`config.mk`:
```
export PLATFORM = sky130hd
export DESIGN_NAME = qspi_irq_ctl
export DESIGN_NICKNAME = d
export VERILOG_FILES = /design/src/rtl/qspi_irq_pkg.sv /design/src/rtl/qspi_irq_evt.sv /design/src/rtl/qspi_irq_flags.sv /design/src/rtl/qspi_irq_cfg.sv /design/src/rtl/qspi_irq_ctl.sv
export SDC_FILE = /design/constraint.sdc
export NUM_CORES = 1
export LEC_CHECK = 0
export CORE_MARGIN = 2
export CORE_UTILIZATION = 30
export CTS_CLUSTER_DIAMETER = 40
export DETAILED_ROUTE_END_ITERATION = 6
export GPL_ROUTABILITY_DRIVEN = 1
export GPL_TIMING_DRIVEN = 0
export PLACE_DENSITY = 0.85
export SYNTH_ARGS = -nofsm -noshare
export SYNTH_HDL_FRONTEND = slang
export SYNTH_SLANG_ARGS = --single-unit
```
`constraint.sdc`:
```
create_clock -name clk -period 1.3 [get_ports clk]
set_clock_uncertainty 0.1 [all_clocks]
set_input_delay 0.195 -clock clk [delete_from_list [all_inputs] [get_ports clk]]
set_output_delay 0.195 -clock clk [all_outputs]
set_load 0.02 [all_outputs]
```
`src/rtl/qspi_irq_pkg.sv`:
```
package qspi_irq_pkg;

  localparam int REG_W     = 16;
  localparam int NFLAG     = 3;

  // Bit positions inside the control register.
  localparam int B_COLL_ERR = 15;
  localparam int B_ABRT_ERR = 14;
  localparam int B_LOCK     = 12;
  localparam int B_COLL_IE  = 11;
  localparam int B_ABRT_IE  = 10;
  localparam int B_FIN_IE   = 8;
  localparam int B_COLL_F   = 3;
  localparam int B_ABRT_F   = 2;
  localparam int B_FIN_F    = 0;

  // Flag vector index.
  typedef enum int {
    FLG_FIN  = 0,
    FLG_ABRT = 1,
    FLG_COLL = 2
  } flag_idx_e;

  typedef struct packed {
    logic coll_err;
    logic abrt_err;
    logic lock;
    logic coll_ie;
    logic abrt_ie;
    logic fin_ie;
  } cfg_t;

  function automatic cfg_t cfg_from_word(input logic [REG_W-1:0] w);
    cfg_t c;
    c.coll_err = w[B_COLL_ERR];
    c.abrt_err = w[B_ABRT_ERR];
    c.lock     = w[B_LOCK];
    c.coll_ie  = w[B_COLL_IE];
    c.abrt_ie  = w[B_ABRT_IE];
    c.fin_ie   = w[B_FIN_IE];
    return c;
  endfunction

  // Write-1-to-clear mask, indexed like the flag vector.
  function automatic logic [NFLAG-1:0] clr_from_word(input logic [REG_W-1:0] w);
    logic [NFLAG-1:0] m;
    m[FLG_FIN]  = w[B_FIN_F];
    m[FLG_ABRT] = w[B_ABRT_F];
    m[FLG_COLL] = w[B_COLL_F];
    return m;
  endfunction

  function automatic logic [REG_W-1:0] word_from_state(input cfg_t c,
                                                       input logic [NFLAG-1:0] f);
    logic [REG_W-1:0] w;
    w = '0;
    w[B_COLL_ERR] = c.coll_err;
    w[B_ABRT_ERR] = c.abrt_err;
    w[B_LOCK]     = c.lock;
    w[B_COLL_IE]  = c.coll_ie;
    w[B_ABRT_IE]  = c.abrt_ie;
    w[B_FIN_IE]   = c.fin_ie;
    w[B_COLL_F]   = f[FLG_COLL];
    w[B_ABRT_F]   = f[FLG_ABRT];
    w[B_FIN_F]    = f[FLG_FIN];
    return w;
  endfunction

  // Set has priority over a same-cycle clear.
  function automatic logic w1c_next(input logic cur, input logic set, input logic clr);
    return set | (cur & ~clr);
  endfunction

  function automatic logic [NFLAG-1:0] ie_vec(input cfg_t c);
    logic [NFLAG-1:0] v;
    v[FLG_FIN]  = c.fin_ie;
    v[FLG_ABRT] = c.abrt_ie;
    v[FLG_COLL] = c.coll_ie;
    return v;
  endfunction

endpackage

```
`src/rtl/qspi_irq_evt.sv`:
```
module qspi_irq_evt #(
  parameter int PTR_W = 4
) (
  input  logic             clk,
  input  logic             rst_n,
  input  logic             xfer_active,
  input  logic             ram_wr_req,
  input  logic             ram_wr_cmd,
  input  logic [PTR_W-1:0] ram_wr_idx,
  input  logic             spe_clr_req,
  input  logic             abrt_lock,
  input  logic             cmd_done,
  input  logic [PTR_W-1:0] cur_ptr,
  input  logic [PTR_W-1:0] end_ptr,
  input  logic             halt_req,
  input  logic             wrap_en,
  output logic             evt_coll,
  output logic             evt_abort,
  output logic             evt_fin
);

  logic xfer_q;
  logic armed_q;
  logic armed_d;
  logic xfer_start;
  logic end_hit;
  logic disarm;

  assign xfer_start = xfer_active & ~xfer_q;
  assign end_hit    = (cur_ptr == end_ptr) | halt_req;

  assign evt_coll  = xfer_active & ram_wr_req & ram_wr_cmd & (ram_wr_idx == cur_ptr);
  assign evt_abort = xfer_active & spe_clr_req & ~abrt_lock;
  assign evt_fin   = cmd_done & end_hit & (armed_q | xfer_start);

  assign disarm = evt_fin & (~wrap_en | halt_req);

  always_comb begin
    armed_d = armed_q;
    if (xfer_start) armed_d = 1'b1;
    if (disarm)     armed_d = 1'b0;
  end

  always_ff @(posedge clk or negedge rst_n) begin
    if (!rst_n) begin
      xfer_q  <= 1'b0;
      armed_q <= 1'b0;
    end else begin
      xfer_q  <= xfer_active;
      armed_q <= armed_d;
    end
  end

endmodule

```
`src/rtl/qspi_irq_flags.sv`:
```
module qspi_irq_flags
  import qspi_irq_pkg::*;
#(
  parameter int N = NFLAG
) (
  input  logic         clk,
  input  logic         rst_n,
  input  logic [N-1:0] set_i,
  input  logic [N-1:0] clr_i,
  output logic [N-1:0] flag_q
);

  for (genvar i = 0; i < N; i++) begin : g_flag
    always_ff @(posedge clk or negedge rst_n) begin
      if (!rst_n) flag_q[i] <= 1'b0;
      else        flag_q[i] <= w1c_next(flag_q[i], set_i[i], clr_i[i]);
    end
  end

endmodule

```
`src/rtl/qspi_irq_cfg.sv`:
```
module qspi_irq_cfg
  import qspi_irq_pkg::*;
(
  input  logic             clk,
  input  logic             rst_n,
  input  logic             reg_wr,
  input  logic [REG_W-1:0] reg_wdata,
  output cfg_t             cfg_q
);

  always_ff @(posedge clk or negedge rst_n) begin
    if (!rst_n)      cfg_q <= '0;
    else if (reg_wr) cfg_q <= cfg_from_word(reg_wdata);
  end

endmodule

```
`src/rtl/qspi_irq_ctl.sv`:
```
module qspi_irq_ctl
  import qspi_irq_pkg::*;
#(
  parameter int PTR_W = 4
) (
  input  logic             clk,
  input  logic             rst_n,
  input  logic             reg_wr,
  input  logic [15:0]      reg_wdata,
  output logic [15:0]      reg_rdata,
  input  logic             xfer_active,
  input  logic             spe_clr_req,
  output logic             spe_clr_ok,
  input  logic             ram_wr_req,
  input  logic             ram_wr_cmd,
  input  logic [PTR_W-1:0] ram_wr_idx,
  output logic             ram_wr_ok,
  input  logic             cmd_done,
  input  logic [PTR_W-1:0] cur_ptr,
  input  logic [PTR_W-1:0] end_ptr,
  input  logic             halt_req,
  input  logic             wrap_en,
  output logic             irq,
  output logic             access_err
);

  cfg_t             cfg_q;
  logic [NFLAG-1:0] flag_q;
  logic [NFLAG-1:0] flag_set;
  logic [NFLAG-1:0] flag_clr;

  // Named internal events, brought out for the checker.
  logic evt_coll;
  logic evt_abort;
  logic evt_fin;
  logic coll_err;
  logic abrt_err;

  qspi_irq_cfg u_cfg (
    .clk       (clk),
    .rst_n     (rst_n),
    .reg_wr    (reg_wr),
    .reg_wdata (reg_wdata),
    .cfg_q     (cfg_q)
  );

  qspi_irq_evt #(.PTR_W(PTR_W)) u_evt (
    .clk         (clk),
    .rst_n       (rst_n),
    .xfer_active (xfer_active),
    .ram_wr_req  (ram_wr_req),
    .ram_wr_cmd  (ram_wr_cmd),
    .ram_wr_idx  (ram_wr_idx),
    .spe_clr_req (spe_clr_req),
    .abrt_lock   (cfg_q.lock),
    .cmd_done    (cmd_done),
    .cur_ptr     (cur_ptr),
    .end_ptr     (end_ptr),
    .halt_req    (halt_req),
    .wrap_en     (wrap_en),
    .evt_coll    (evt_coll),
    .evt_abort   (evt_abort),
    .evt_fin     (evt_fin)
  );

  always_comb begin
    flag_set           = '0;
    flag_set[FLG_FIN]  = evt_fin;
    flag_set[FLG_ABRT] = evt_abort;
    flag_set[FLG_COLL] = evt_coll;
  end

  assign flag_clr = reg_wr ? clr_from_word(reg_wdata) : '0;

  qspi_irq_flags #(.N(NFLAG)) u_flags (
    .clk    (clk),
    .rst_n  (rst_n),
    .set_i  (flag_set),
    .clr_i  (flag_clr),
    .flag_q (flag_q)
  );

  assign coll_err   = evt_coll & cfg_q.coll_err;
  assign abrt_err   = evt_abort & cfg_q.abrt_err;
  assign access_err = coll_err | abrt_err;
  assign ram_wr_ok  = ram_wr_req & ~coll_err;
  assign spe_clr_ok = spe_clr_req & ~cfg_q.lock & ~abrt_err;

  assign irq       = |(flag_q & ie_vec(cfg_q));
  assign reg_rdata = word_from_state(cfg_q, flag_q);

endmodule

```
; ---- After elaboration in Yosys (flattened, before gate mapping)
; Index checks and enable logic that the tools add are counted.
[word_totals]
regBits = 11
in_bits = 38
out_inout_bits = 20
elab_cells = 51
[classes]
n_eq_ne = 2
n_mux = 3
bitwise_logic = 33
reduce_logical = 2
[op_table]
columns = op, n
row1 = 1-bit bitwise AND, 17
row2 = 4-bit == test, 2
row3 = 1-bit inverter, 8
row4 = 1-bit bitwise OR, 7
row5 = 3-bit bitwise AND, 1
row6 = 3-bit 2-to-1 mux, 1
row7 = 3-bit OR reduction, 1
row8 = 1-bit 2-to-1 mux, 2
row9 = 2-bit nonzero test, 1

; ---- Longest topological paths before layout
[logic_depth]
ltp_word = 6
depth_mapped = 4
depth_no_buf = 3

; ---- Modules after synthesis
; From an unflattened synthesis, not the netlist that was laid out.
[unflattened]
cells_unflattened = 60
area_unflattened_um2 = 665.6
[modules_own_cells]
columns = mod, instances, cells_each, area_per_inst_um2, seq_area_each_um2
row1 = qspi_irq_cfg, 1, 13, 251.5, 150.1
row2 = qspi_irq_evt, 1, 21, 188.9, 50.0
row3 = qspi_irq_ctl, 1, 17, 116.4, 0.0
row4 = qspi_irq_flags, 1, 9, 108.9, 75.1

; ---- Worst setup path after synthesis
; OpenSTA, ideal clock, no wires.
[synth_timing]
path_type = register to output
from = register, netlist name u_cfg.cfg_q[5]
to = output access_err
arrival_ns = 1.143
t_required_ns = 1.005
slack_ns = -0.138
path_stages_with_launch = 3
n_path_buf = 0
path_cell_list = dfrtp_1 nand4_1 o31ai_1
[synth_via]
elab_chain_len = 2
[synth_lines]
columns = element, line_no
row1 = 1-bit bitwise AND, qspi_irq_ctl.sv:83  ; assign coll_err = evt_coll & cfg_q.coll_err;
row2 = 1-bit bitwise OR, qspi_irq_ctl.sv:85  ; assign access_err = coll_err | abrt_err;
row3 = end: declaration, qspi_irq_ctl.sv:24  ; output logic access_err
; Every way passes these cells.

; ---- Worst setup path after layout
[layout_timing]
from = register, netlist name u_cfg.cfg_q[3]
to = output spe_clr_ok
[layout_via]
elab_chain_len = 5
word_cells_on_any_way = 6
classes_between = bitwise (6)
[layout_lines]
columns = element, line_no
row1 = 1-bit inverter *, "qspi_irq_evt.sv:33, qspi_irq_ctl.sv:87"
row2 = 1-bit bitwise AND, qspi_irq_evt.sv:33  ; assign evt_abort = xfer_active & spe_clr_req & ~abrt_lock;
row3 = 1-bit bitwise AND, qspi_irq_ctl.sv:84  ; assign abrt_err = evt_abort & cfg_q.abrt_err;
row4 = 1-bit inverter, qspi_irq_ctl.sv:87  ; assign spe_clr_ok = spe_clr_req & ~cfg_q.lock & ~abrt_err;
row5 = 1-bit bitwise AND *, qspi_irq_ctl.sv:87
row6 = end: declaration, qspi_irq_ctl.sv:13  ; output logic spe_clr_ok,
; Every way passes the cells marked *; elsewhere a longest branch is shown, timed or not.

==> out/results.tsv <==
stage	metric	value	unit
setup_path	critPathTopFamily	simple AND/OR/NAND/NOR gates	
placement	place.gp.congestion	0.685	
clock_network	root_buffer	clkbuf_4	
timing	hold_violations	0	
timing	period_needed	1.55	ns
drt	routedWlPerCell	11.2	um
timing	slew_viol_final	0	
layout	final_util	59.5	%
synthesis	ys.flop_type	dfrtp_1	
layout	fin_area	0.00118	sq mm
status	outcome	finished, violations left	
synthesis	ys_ff_latch	11	
placement	dp_hpwl	1.31	mm
setup_path	crit_type	reg -> out	
setup_path	crit-reg2reg-launch	u_cfg.cfg_q[3]	
clock_network	h-tree-depth	1	
layout	area_delta_synth_final	85.8	%
setup_path	crit_top_cell	and3b_1	
drt	routed_via_density	4.34	
pwr	p_leak	0.000554	uW
timing	fin_setup_tns	-0.935	ns
drt	drcViolationCount	0	
setup_path	cp-end-kind	output pin	
grt	grt.total_usage	14.3	%
synthesis	synth.most_common_cell	dfrtp_1	
clock_network	cts_hold_buf	0	
placement	portBuffers	42	
floorplanning	core	0.00198	sq mm
synthesis	ys_seq_area_share	43.4	%
floorplanning	die_x	50.0	um
setup_path	cp.arrival	1.26	ns
drt	first_pass_iters	4	
synthesis	yosys_warnings	0	
pwr	p_per_area	869	mW/mm^2
grt	grt_pass1_wl	2.66	mm
synthesis	synth-edff-count	0	
timing	fin_crit_sh	120	%
clock_network	cts_tree	done	
synthesis	postSynthAreaPerCell	10.6	sq um
worst_hold_path	min_path_type	in -> async	
setup_path	ff2ff_setup_slack	0.22	ns
drt	drtAntennaViolNets	0	
setup_path	cp-start-kind	register	
drt	routed_wl	1.64	mm
layout	antenna_cells	0	
clock_network	numCtsBuffers	3	
setup_path	path_buf_inv	1	
floorplanning	fp.dieArea	0.00250	sq mm
setup_path	critPathLaunch	u_cfg.cfg_q[3]	
layout	layout-drive-gt1-share	31.9	%
synthesis	synthArstFlopShare	100	%
synthesis	ys_top_cells_by_count	dfrtp_1, buf_4, nand2_1, xnor2_1, mux2_2	
setup_path	crit_required	1.00	ns
synthesis	yosys.cell_types.count	22	
setup_path	cp_slowest_cell	dfrtp_1	
status	violations	setup timing	
synthesis	syn_inst	60	
drt	vias	633	
grt	grt_max_degree	12	
placement	postPlaceCellArea	0.00112	sq mm
timing	setup_viol	4	
floorplanning	num_rows	16	
synthesis	synth_top_area_cell	dfrtp_1	
floorplanning	initial_core_util	32.0	%
synthesis	yosysTopAreaCellShare	43.4	%
synthesis	netlist_area	634	sq um
setup_path	worst_path_largest_cell_delay	0.38	ns
timing	worst_slack	-0.254	ns
synthesis	synth.area.top_cells	dfrtp_1, mux2_2, xnor2_1	
clock_network	clkTransAtPathRegs	0.07	ns
drt	drtIter0Drc	5	
floorplanning	ios	58	
grt	grt_pass1_vias	655	
clock_network	clk_path_buf_depth	2	
clock_network	clock_latency	0.26	ns
setup_path	path_max_fanout	2	
pwr	peakVddDrop	531	uV
flow_run	drv_cap	0	
grt	gr-total-overflow	0	
setup_path	crit_chain	and3b_1, nand2_1, and3b_1, buf_6	
grt	antenna_found_initial	0	
clock_network	clock_sinks	11	
placement	pre_cts_slack	-0.897	ns
timing	fmax	644	MHz
floorplanning	die_h	50.0	um
timing	rsz0062_at_grt	true	
layout	fin_nets	158	
pwr	power	1020	uW
## final cells by class
| class | instances | area, sq um |
|---|---|---|
| plain buffers | 8 | 57.6 |
| clock buffers | 4 | 26.3 |
| fillers | 185 | 803 |
| inverters | 1 | 3.75 |
| multi-input cells | 45 | 325 |
| flip-flops and latches | 11 | 275 |
| well taps | 27 | 33.8 |
| repair buffers | 50 | 457 |
## worst paths after layout
| kind | end | cells after the start |
|---|---|---|
| worst max-delay path | spe_clr_ok | 4 |
| worst min-delay path | u_flags.flag_q[1] | 1 |
| worst max register to register | u_cfg.cfg_q[3] | 3 |
| worst min register to register | u_cfg.cfg_q[2] | 1 |
| max in group asynchronous | u_cfg.cfg_q[1] | 1 |
| min in group clk | u_evt.xfer_q | 1 |
## per-stage QoR
step | hold slack [ns] | std cells
finish | 0.150 | 146
global route | 0.152 | 146
CTS | 0.154 | 143
detailed placement | 0.409 | 135
global placement | 0.404 | 135
floorplan | -0.201 | 66
## cell usage in the layout (no fill, tap or decap)
cell type        instances
nand2_1                  7
clkbuf_2                 5
dfrtp_1                 11
dlygate4sd2_1            7
clkbuf_4                 3
conb_1                   7
xnor2_1                  7
nand2b_1                 1
a222oi_1                 1
mux2_2                   6
a21oi_1                  1
clkdlybuf4s50_1         19
o221a_2                  1
o31ai_2                  1
and3b_1                  2
nand4_1                  2
o21ai_0                  1
nand3_1                  2
a22oi_1                  1
a21o_1                   1
o31a_1                   1
xor2_2                   1
clkbuf_1                 1
nor2b_1                  1
o31ai_1                  1
buf_2                    1
clkdlybuf4s15_1          6
buf_6                    6
inv_1                    1
buf_4                   14
## registers in the layout, summed over array words and instances (netlist names)
name / count
u_cfg.cfg_q: 6
u_flags.flag_q: 3
u_evt.xfer_q: 1
u_evt.armed_q: 1
## routing by layer
layer | wire length (um) | global-route usage, % | part of all wire, % | vias to the layer above
met2 | 867 | 25.7 | 53 | 29
li1 | - | - | - | 316
met3 | 130 | 6.36 | 7.9 | 4
met4 | 29 | 5.09 | 1.8 | 0
met5 | 0 | 0 | 0 | -
met1 | 612 | 14.5 | 37 | 284
## worst reg2reg max path, delay by kind of cell, from the launching register on
kind	cells	cell delay [ns]
mux	1	0.25
buf+inv	2	0.24
flops	1	0.38
## logic make-up after synthesis
family / Yosys count / share of synthesized area (%)
other: 1 / 0.591
XOR/XNOR: 8 / 11.0
buffers and inverters: 10 / 10.8
AO/OA/AOI/OAI: 9 / 11.0
flip-flops: 11 / 43.4
multiplexers: 6 / 10.7
AND/OR/NAND/NOR: 15 / 12.4
## repair_timing
action                                  in CTS  in global routing
setup buffers                                5                  3
resized for setup                           52                 14
hold endpoints to repair                     0                  0
pin swaps                                    9                  8
endpoints found under the setup margin      13                 13
cloned                                       0                  0
## power breakdown
group          internal (uW)  switching (uW)  total [uW]
combinational            223             169         392
clock                    119             113         232
sequential               377            23.5         401
(Power assumes the default switching activity.)
